File: src/rtl/irq_vector_unit.sv
module irq_vector_unit #(
  parameter int AW = 12,
  parameter int WW = 16,
  parameter int EW = 8
) (
  input  logic          clk,
  input  logic          rst_n,
  input  logic          boundary,
  input  logic          t3_set,
  input  logic          t4_set,
  input  logic          key_set,
  input  logic          up_set,
  input  logic          dn_set,
  input  logic [EW-1:0] err_status,
  input  logic [1:0]    acc_top,
  input  logic          extracode,
  input  logic [AW-1:0] pc,
  input  logic [WW-1:0] instr,
  output logic          take,
  output logic [AW-1:0] vector,
  output logic [AW-1:0] zsave,
  output logic [WW-1:0] bsave,
  output logic          in_service,
  output logic          inhibit,
  output logic          resume,
  output logic          resume_err,
  output logic [1:0]    extra_cyc
);
  localparam int NSRC = 6;
  localparam logic [AW-1:0] VBASE = AW'(12'o2000);
  localparam logic [2:0]  OP_SPECIAL = 3'd2;
  localparam logic [11:0] OPD_ENABLE = 12'o016;
  localparam logic [11:0] OPD_DISABLE = 12'o017;
  localparam logic [11:0] OPD_RESUME = 12'o025;

  logic t3_q, t4_q, key_q, up_q, dn_q;
  logic [NSRC-1:0] req, ack;
  logic [AW-1:0] vec_next;
  logic gate, do_take, special;

  assign req = {dn_q, up_q, key_q, t4_q, |err_status, t3_q};
  assign ack = req & (~req + 1'b1);
  assign gate = !inhibit && !in_service && !(acc_top == 2'b01 || acc_top == 2'b10) && !extracode;
  assign do_take = boundary && gate && |req;
  assign special = boundary && !do_take && !extracode && instr[14:12] == OP_SPECIAL;

  always_comb begin
    vec_next = VBASE;
    for (int i = NSRC - 1; i >= 0; i--)
      if (req[i]) vec_next = VBASE + AW'(4 * i);
  end

  always_ff @(posedge clk or negedge rst_n) begin
    if (!rst_n) begin
      {t3_q, t4_q, key_q, up_q, dn_q} <= '0;
      take <= 1'b0;
      vector <= '0;
      zsave <= '0;
      bsave <= '0;
      in_service <= 1'b0;
      inhibit <= 1'b0;
      resume <= 1'b0;
      resume_err <= 1'b0;
      extra_cyc <= '0;
    end else begin
      t3_q  <= (t3_q  && !(do_take && ack[0])) || t3_set;
      t4_q  <= (t4_q  && !(do_take && ack[2])) || t4_set;
      key_q <= (key_q && !(do_take && ack[3])) || key_set;
      up_q  <= (up_q  && !(do_take && ack[4])) || up_set;
      dn_q  <= (dn_q  && !(do_take && ack[5])) || dn_set;
      take <= do_take;
      vector <= do_take ? vec_next : '0;
      resume <= 1'b0;
      resume_err <= 1'b0;
      extra_cyc <= do_take ? 2'd3 : 2'd0;
      if (do_take) begin
        zsave <= pc;
        bsave <= instr;
        in_service <= 1'b1;
      end
      if (special) begin
        case (instr[11:0])
          OPD_ENABLE:  inhibit <= 1'b0;
          OPD_DISABLE: inhibit <= 1'b1;
          OPD_RESUME: begin
            if (in_service) begin
              in_service <= 1'b0;
              resume <= 1'b1;
              extra_cyc <= 2'd2;
            end else begin
              resume_err <= 1'b1;
            end
          end
          default: ;
        endcase
      end
    end
  end

  assert_single_event_R10: assert property (@(posedge clk) disable iff (!rst_n)
    $onehot0({take, resume, resume_err}));
  assert_take_pulse_R10: assert property (@(posedge clk) disable iff (!rst_n)
    take |=> !take);
  assert_vector_idle_R10: assert property (@(posedge clk) disable iff (!rst_n)
    !take |-> vector == '0);
  assert_take_gated_R3: assert property (@(posedge clk) disable iff (!rst_n)
    take |-> !$past(inhibit) && !$past(in_service));
  assert_take_service_R6: assert property (@(posedge clk) disable iff (!rst_n)
    take |-> in_service && extra_cyc == 2'd3);
  assert_resume_exit_R8: assert property (@(posedge clk) disable iff (!rst_n)
    resume |-> !in_service && $past(in_service) && $stable(zsave));
endmodule

File: config.mk
export PLATFORM = sky130hd
export DESIGN_NAME = irq_vector_unit
export DESIGN_NICKNAME = d
export VERILOG_FILES = /design/src/rtl/irq_vector_unit.sv
export SDC_FILE = /design/constraint.sdc
export NUM_CORES = 1
export LEC_CHECK = 0
export BUFFER_PORTS_ARGS = -buffer_cell sky130_fd_sc_hd__buf_2
export CORE_ASPECT_RATIO = 0.8
export CORE_MARGIN = 2
export CORE_UTILIZATION = 40
export DETAILED_ROUTE_END_ITERATION = 16
export PLACE_DENSITY_LB_ADDON = 0.08
export SKIP_LAST_GASP = 1
export SLEW_MARGIN = 30
export SYNTH_ARGS = -nofsm -noshare
export SYNTH_HDL_FRONTEND = slang
export SYNTH_SLANG_ARGS = --single-unit
File: constraint.sdc
create_clock -name clk -period 1.8 [get_ports clk]
set_input_delay 0 -clock clk [delete_from_list [all_inputs] [get_ports clk]]
set_output_delay 0 -clock clk [all_outputs]
set_load 0.05 [all_outputs]
==> results of run 1 <==
## power by group
| part | total (mW) | switching, mW | internal (mW) | leakage (nW) |
|---|---|---|---|---|
| registers | 1.47 | 0.181 | 1.29 | 0.513 |
| logic | 2.24 | 1.52 | 0.724 | 0.845 |
| clock network | 0.591 | 0.320 | 0.271 | 0.0412 |
| total | 4.31 | 2.02 | 2.29 | 1.40 |
## worst max-delay path: stages, from the launching register on
cell     delay, ns
dfrtp_2       0.41
or4_4         0.51
o21ba_4       0.28
buf_4         0.18
mux2_4        0.31
## kinds of logic (layout without fill, tap and decap cells)
family                 count (synthesis)  in the layout  share of synthesized area
buffers and inverters                 15            137                     0.0727
multiplexers                          28             28                      0.206
AND/OR/NAND/NOR                       34             34                      0.104
XOR/XNOR                               1              1                    0.00462
flip-flops                            43             43                      0.568
other                                  1              8                    0.00198
AO/OA/AOI/OAI                         11             11                     0.0423
## sequential cells by signal, indices dropped and copies added (netlist names), 2 cells and up
signal / count
vector: 4
extra_cyc: 2
bsave: 16
zsave: 12
## final timing paths
check / depth (start not counted) / end / slack (ns) / startpoint
setup / recovery: 4 / bsave[14]$_DFFE_PN0P_ / 0.007 / inhibit$_DFFE_PN0P_
hold / removal: 5 / resume_err$_DFF_PN0_ / 0.07 / boundary
setup reg to reg: 4 / bsave[14]$_DFFE_PN0P_ / 0.007 / inhibit$_DFFE_PN0P_
hold reg to reg: 1 / bsave[2]$_DFFE_PN0P_ / 0.51 / bsave[2]$_DFFE_PN0P_
max in group asynchronous: 3 / bsave[12]$_DFFE_PN0P_ / 0.87 / rst_n
min in group asynchronous: 2 / zsave[5]$_DFFE_PN0P_ / 0.29 / rst_n
## routing by layer
metal | vias to the layer above | routed length [um]
met3 | 7 | 224
li1 | 706 | -
met4 | 0 | 53
met2 | 48 | 2260
met1 | 706 | 1870
met5 | - | 0
## cell usage after synthesis
cell and instances:
inv_1 2, nand2b_1 1, buf_12 2, buf_6 2
dfrtp_1 43, a21o_1 2, nor2_1 9, o21ba_2 1
xor2_1 1, mux2_2 4, nand2_1 4, o2bb2ai_1 1
a31oi_1 1, mux2_4 20, nand2b_4 1, or4_1 3
o21a_1 1, or4_4 1, o21ba_1 1, o21bai_1 1
buf_4 9, a21oi_1 3, or3_1 1, nor4_1 3
nand3_1 2, conb_1 1, and3b_1 1, mux2_1 4
nor3_1 5, or4bb_1 1, nand3b_1 2
## repair_timing
item / in CTS / in global routing
hold buffers: 34 / 0
setup endpoints to repair: 0 / 31
hold endpoints to repair: 64 / 0
gates resized for setup: 0 / 2
## layout make-up
| class | instances | area [um2] |
|---|---|---|
| fillers | 377 | 1750 |
| inverters | 2 | 7.51 |
| multi-input cells | 82 | 739 |
| repair buffers | 127 | 838 |
| clock buffers | 6 | 72.6 |
| clock inverters | 2 | 12.5 |
| flip-flops and latches | 43 | 1080 |
| well taps | 60 | 75.1 |
==> impl_metrics.env, run 1 <==
export IMPL_outcome="finished clean"
export IMPL_setup_slack_ns=0.00722
export IMPL_wire_per_inst_um=13.7
export IMPL_cts_tree="yes"
export IMPL_post_synth_num_cell_types=31
export IMPL_netlist_top_cells_area="dfrtp_1, mux2_4, buf_4, mux2_1, mux2_2"
export IMPL_worst_path_class_setup="reg -> reg"
export IMPL_clkSinkCount=43
export IMPL_wire_length_of_the_first_global_routing_pass_um=7090
export IMPL_mappedNetlistArea_um2=1890
export IMPL_clk_pin_slew_ns=0.08
export IMPL_worst_path_maximum_fanout=7
export IMPL_synthDominantCellAreaShare=0.568
export IMPL_dp_hpwl_um=3040
export IMPL_cellPowerDensity_nw_per_um2=1530
export IMPL_grt_overflow_total=0
export IMPL_syn2layout_area_growth_pct=49.1
export IMPL_peakVddDrop_v=0.000999
export IMPL_grt_util_met3=0.0440
export IMPL_timing_final_crit_share=0.996
export IMPL_syn_avg_cell_area_um2=14.2
export IMPL_dpl_cell_area_um2=2390
export IMPL_timing_max_slew_rel_slack=0.553
export IMPL_final_period_minus_worst_setup_slack_ns=1.79
export IMPL_cts_root_buf="clkbuf_8"
export IMPL_fin_cells=322
export IMPL_post_route_cells_drive_above_1_share=0.519
export IMPL_drt_first_iter_violations=65
export IMPL_antenna_found_initial=0
export IMPL_routabilityCongestion=0.722
export IMPL_cp_start_kind="flop"
export IMPL_drc=0
export IMPL_hold_class="in -> reg"
export IMPL_ys_seq_area_frac=0.568
export IMPL_placement_io_buffers=85
export IMPL_number_of_cts_inserted_buffers=5
export IMPL_grt_met1_usage=0.214
export IMPL_max_cap_viol_count=0
export IMPL_insertion_delay_ns=0.29
export IMPL_groute_usage_overall=0.178
export IMPL_worst_endpoint_arrival_ns=1.97
export IMPL_route_antenna_remaining_nets=0
export IMPL_finalInstanceArea_um2=2820
export IMPL_route_vias_total=1467
export IMPL_synth_top_area_cell="dfrtp_1"
export IMPL_final_setup_tns_ns=0
export IMPL_number_of_setup_violations_in_the_final_report=0
export IMPL_num_nets_final=308
export IMPL_first_global_vias=1565
export IMPL_row_count=22
export IMPL_grt_use_met2=0.306
export IMPL_synth_yosys_warnings=0
export IMPL_hold_viol=0
export IMPL_io_pins=94
export IMPL_ys_seq_elements=43
export IMPL_worstMarginPinSlew_ns=0.670
export IMPL_sum_of_routed_wire_length_over_all_layers_um=4400
export IMPL_endpoint_kind="flop"
export IMPL_layout_common_cells="buf_2, dfrtp_1, dlygate4sd3_1"
export IMPL_design_die_area_um2=5310
export IMPL_ctsHtreeMaxLevel=2
export IMPL_globalRoute_busiestLayer="met2"
export IMPL_fin_hold_ws_ns=0.0742
export IMPL_final_core_util=0.618
export IMPL_finalClockSkew_ns=0.00507
export IMPL_slew_viol_final=0
export IMPL_most_common_cell_after_layout_fill_and_taps_aside="buf_2"
export IMPL_avgViaCountPerCell=4.56
export IMPL_grt_setup_unrepaired="yes"
export IMPL_place_worst_setup_slack_ns=0.0115
export IMPL_floorplan_initialDensity=0.415
export IMPL_critPathRequiredTime_ns=1.98
export IMPL_post_cts_setup_buffers=0
export IMPL_ctsLongestPathBuffers=2
export IMPL_place_detailed_instances=280
export IMPL_num_antenna_cells=0
export IMPL_synth_cells=133
export IMPL_fp_dieW_um=80.9
export IMPL_cellLeakagePower_nw=1.40
export IMPL_totalPowerFinal_mw=4.31
export IMPL_core_area_um2=4570
export IMPL_maximum_clock_rate_ghz=0.558
export IMPL_firstDrtPassIters=4
export IMPL_fp_dieH_um=65.6
export IMPL_grt_max_degree=32
Power figures use the tool's default switching activity.
==> run 2: changes to the inputs <==
clock period = 1.9 ns   (was 1.8 ns; I/O delays follow)
==> impl_metrics.env, run 2 (same netlist as run 1, synthesis figures left out) <==
export IMPL_fp_dieW_um=80.9
export IMPL_grt_util_met3=0.0481
export IMPL_avgViaCountPerCell=4.55
export IMPL_number_of_cts_inserted_buffers=5
export IMPL_grt_met1_usage=0.218
export IMPL_firstDrtPassIters=4
export IMPL_maximum_clock_rate_ghz=0.535
export IMPL_row_count=22
export IMPL_globalRoute_busiestLayer="met2"
export IMPL_place_detailed_instances=277
export IMPL_sw_pwr_mw=1.93
export IMPL_grt_use_met2=0.292
export IMPL_clk_pin_slew_ns=0.08
export IMPL_syn2layout_area_growth_pct=50.0
export IMPL_antenna_found_initial=0
export IMPL_fin_cells=323
export IMPL_sequentialPowerShare=0.342
export IMPL_filler_cell_count=378
export IMPL_finalClockSkew_ns=0.0106
export IMPL_timing_max_slew_rel_slack=0.648
export IMPL_final_core_util=0.622
export IMPL_groute_usage_overall=0.178
export IMPL_hold_viol=0
export IMPL_cp_start_kind="flop"
export IMPL_number_of_setup_violations_in_the_final_report=0
export IMPL_sequential_cell_area_um2=1080
export IMPL_num_antenna_cells=0
export IMPL_totalPowerFinal_mw=4.10
export IMPL_hold_class="in -> reg"
export IMPL_cellPowerDensity_nw_per_um2=1440
export IMPL_worst_endpoint_arrival_ns=2.05
export IMPL_worstMarginPinSlew_ns=0.529
export IMPL_cell_internal_pwr_mw=2.17
export IMPL_placement_io_buffers=85
export IMPL_sum_of_routed_wire_length_over_all_layers_um=4410
export IMPL_most_common_cell_after_layout_fill_and_taps_aside="buf_2"
export IMPL_switching_share=0.471
export IMPL_biggest_regs="bsave x16, zsave x12, vector x4"
export IMPL_multi_input_area_um2=739
export IMPL_floorplan_initialDensity=0.415
export IMPL_slew_viol_final=0
export IMPL_layout_common_cells="buf_2, dfrtp_1, dlygate4sd3_1"
export IMPL_cts_root_buf="clkbuf_8"
export IMPL_route_vias_total=1470
export IMPL_drc=0
export IMPL_peakVddDrop_v=0.000853
export IMPL_post_route_cells_drive_above_1_share=0.525
export IMPL_grt_setup_unrepaired="yes"
export IMPL_largest_register_ffs=16
export IMPL_setup_slack_ns=0.0316
export IMPL_dp_hpwl_um=2990
export IMPL_wire_length_of_the_first_global_routing_pass_um=7000
export IMPL_combPwrFrac=0.518
export IMPL_fin_hold_ws_ns=0.0843
export IMPL_worst_path_maximum_fanout=7
export IMPL_first_global_vias=1482
export IMPL_grt_overflow_total=0
export IMPL_grt_max_degree=44
export IMPL_ctsLongestPathBuffers=2
export IMPL_clockPowerShare=0.140
export IMPL_endpoint_kind="flop"
export IMPL_critPathRequiredTime_ns=2.08
export IMPL_wire_per_inst_um=13.6
export IMPL_max_cap_viol_count=0
export IMPL_timing_final_crit_share=0.983
export IMPL_drt_first_iter_violations=58
export IMPL_insertion_delay_ns=0.30
export IMPL_place_worst_setup_slack_ns=0.0217
export IMPL_core_area_um2=4570
export IMPL_worst_path_class_setup="reg -> reg"
export IMPL_io_pins=94
export IMPL_clkSinkCount=43
export IMPL_ctsHtreeMaxLevel=2
export IMPL_cts_tree="yes"
export IMPL_design_die_area_um2=5310
export IMPL_routabilityCongestion=0.732
export IMPL_cellLeakagePower_nw=1.41
export IMPL_final_period_minus_worst_setup_slack_ns=1.87
export IMPL_largest_register="bsave"
export IMPL_outcome="finished clean"
export IMPL_fp_dieH_um=65.6
export IMPL_num_nets_final=309
export IMPL_route_antenna_remaining_nets=0
[run 2: changes by cell type in the layout (fill, tap and decap cells not counted)]
cell,change
buf_4,+1
clkbuf_1,-1
clkinvlp_4,+1
buf_6,+1
buf_2,-1
[run 2: metal layers]
metal	routed length [um]	vias to the layer above
li1	-	702
met1	1870	698
met2	2170	59
met3	265	11
met4	99	0
met5	0	-
[run 2: stage by stage]
stage          setup TNS (ns)  instance area [um2]
5_1_grt               -0.0854                 2840
6_report                    0                 2840
4_1_cts                     0                 2790
3_5_place_dp                0                 2360
2_1_floorplan           -1.65                 1940
3_3_place_gp                0                 2360
[run 2: path summary, 6_finish.rpt]
| kind | start | endpoint | slack (ns) | cells past startpoint |
|---|---|---|---|---|
| worst max-delay path | inhibit$_DFFE_PN0P_ | bsave[5]$_DFFE_PN0P_ | 0.03 | 4 |
| worst min-delay path | boundary | resume_err$_DFF_PN0_ | 0.08 | 5 |
| worst max register to register | inhibit$_DFFE_PN0P_ | bsave[5]$_DFFE_PN0P_ | 0.03 | 4 |
| worst min register to register | bsave[12]$_DFFE_PN0P_ | bsave[12]$_DFFE_PN0P_ | 0.51 | 1 |
| max in group asynchronous | rst_n | in_service$_DFF_PN0_ | 1.28 | 2 |
| min in group asynchronous | rst_n | key_q$_DFF_PN0_ | 0.22 | 2 |
[run 2: layout make-up]
class	count	share of cell area
flip-flops and latches	43	0.380
repair buffers	128	0.300
multi-input cells	82	0.260
well taps	60	0.0264
clock buffers	5	0.0242
clock inverters	3	0.00705
inverters	2	0.00264
[run 2: power by group through the flow]
stage                     registers (mW)  clock network [mW]  logic, mW
after floorplan                     2.50                   0      0.511
after global placement              1.40                   0       2.06
after detailed placement            1.41                   0       2.08
after CTS                           1.40               0.592       2.13
after global routing                1.44               0.637       2.21
final                               1.40               0.572       2.12
[run 2: what timing repair did]
| action | in CTS | in global routing |
|---|---|---|
| endpoints found under the setup margin | 0 | 19 |
| buffers inserted | 0 | 4 |
| gates resized for setup | 0 | 3 |
| hold buffers | 34 | 0 |
| endpoints found under the hold margin | 77 | 0 |
[run 2: critical path: stages, from the launching register on]
cell     delay (ns)
dfrtp_2        0.40
or4_4          0.53
o21ba_4        0.32
buf_4          0.20
mux2_4         0.31
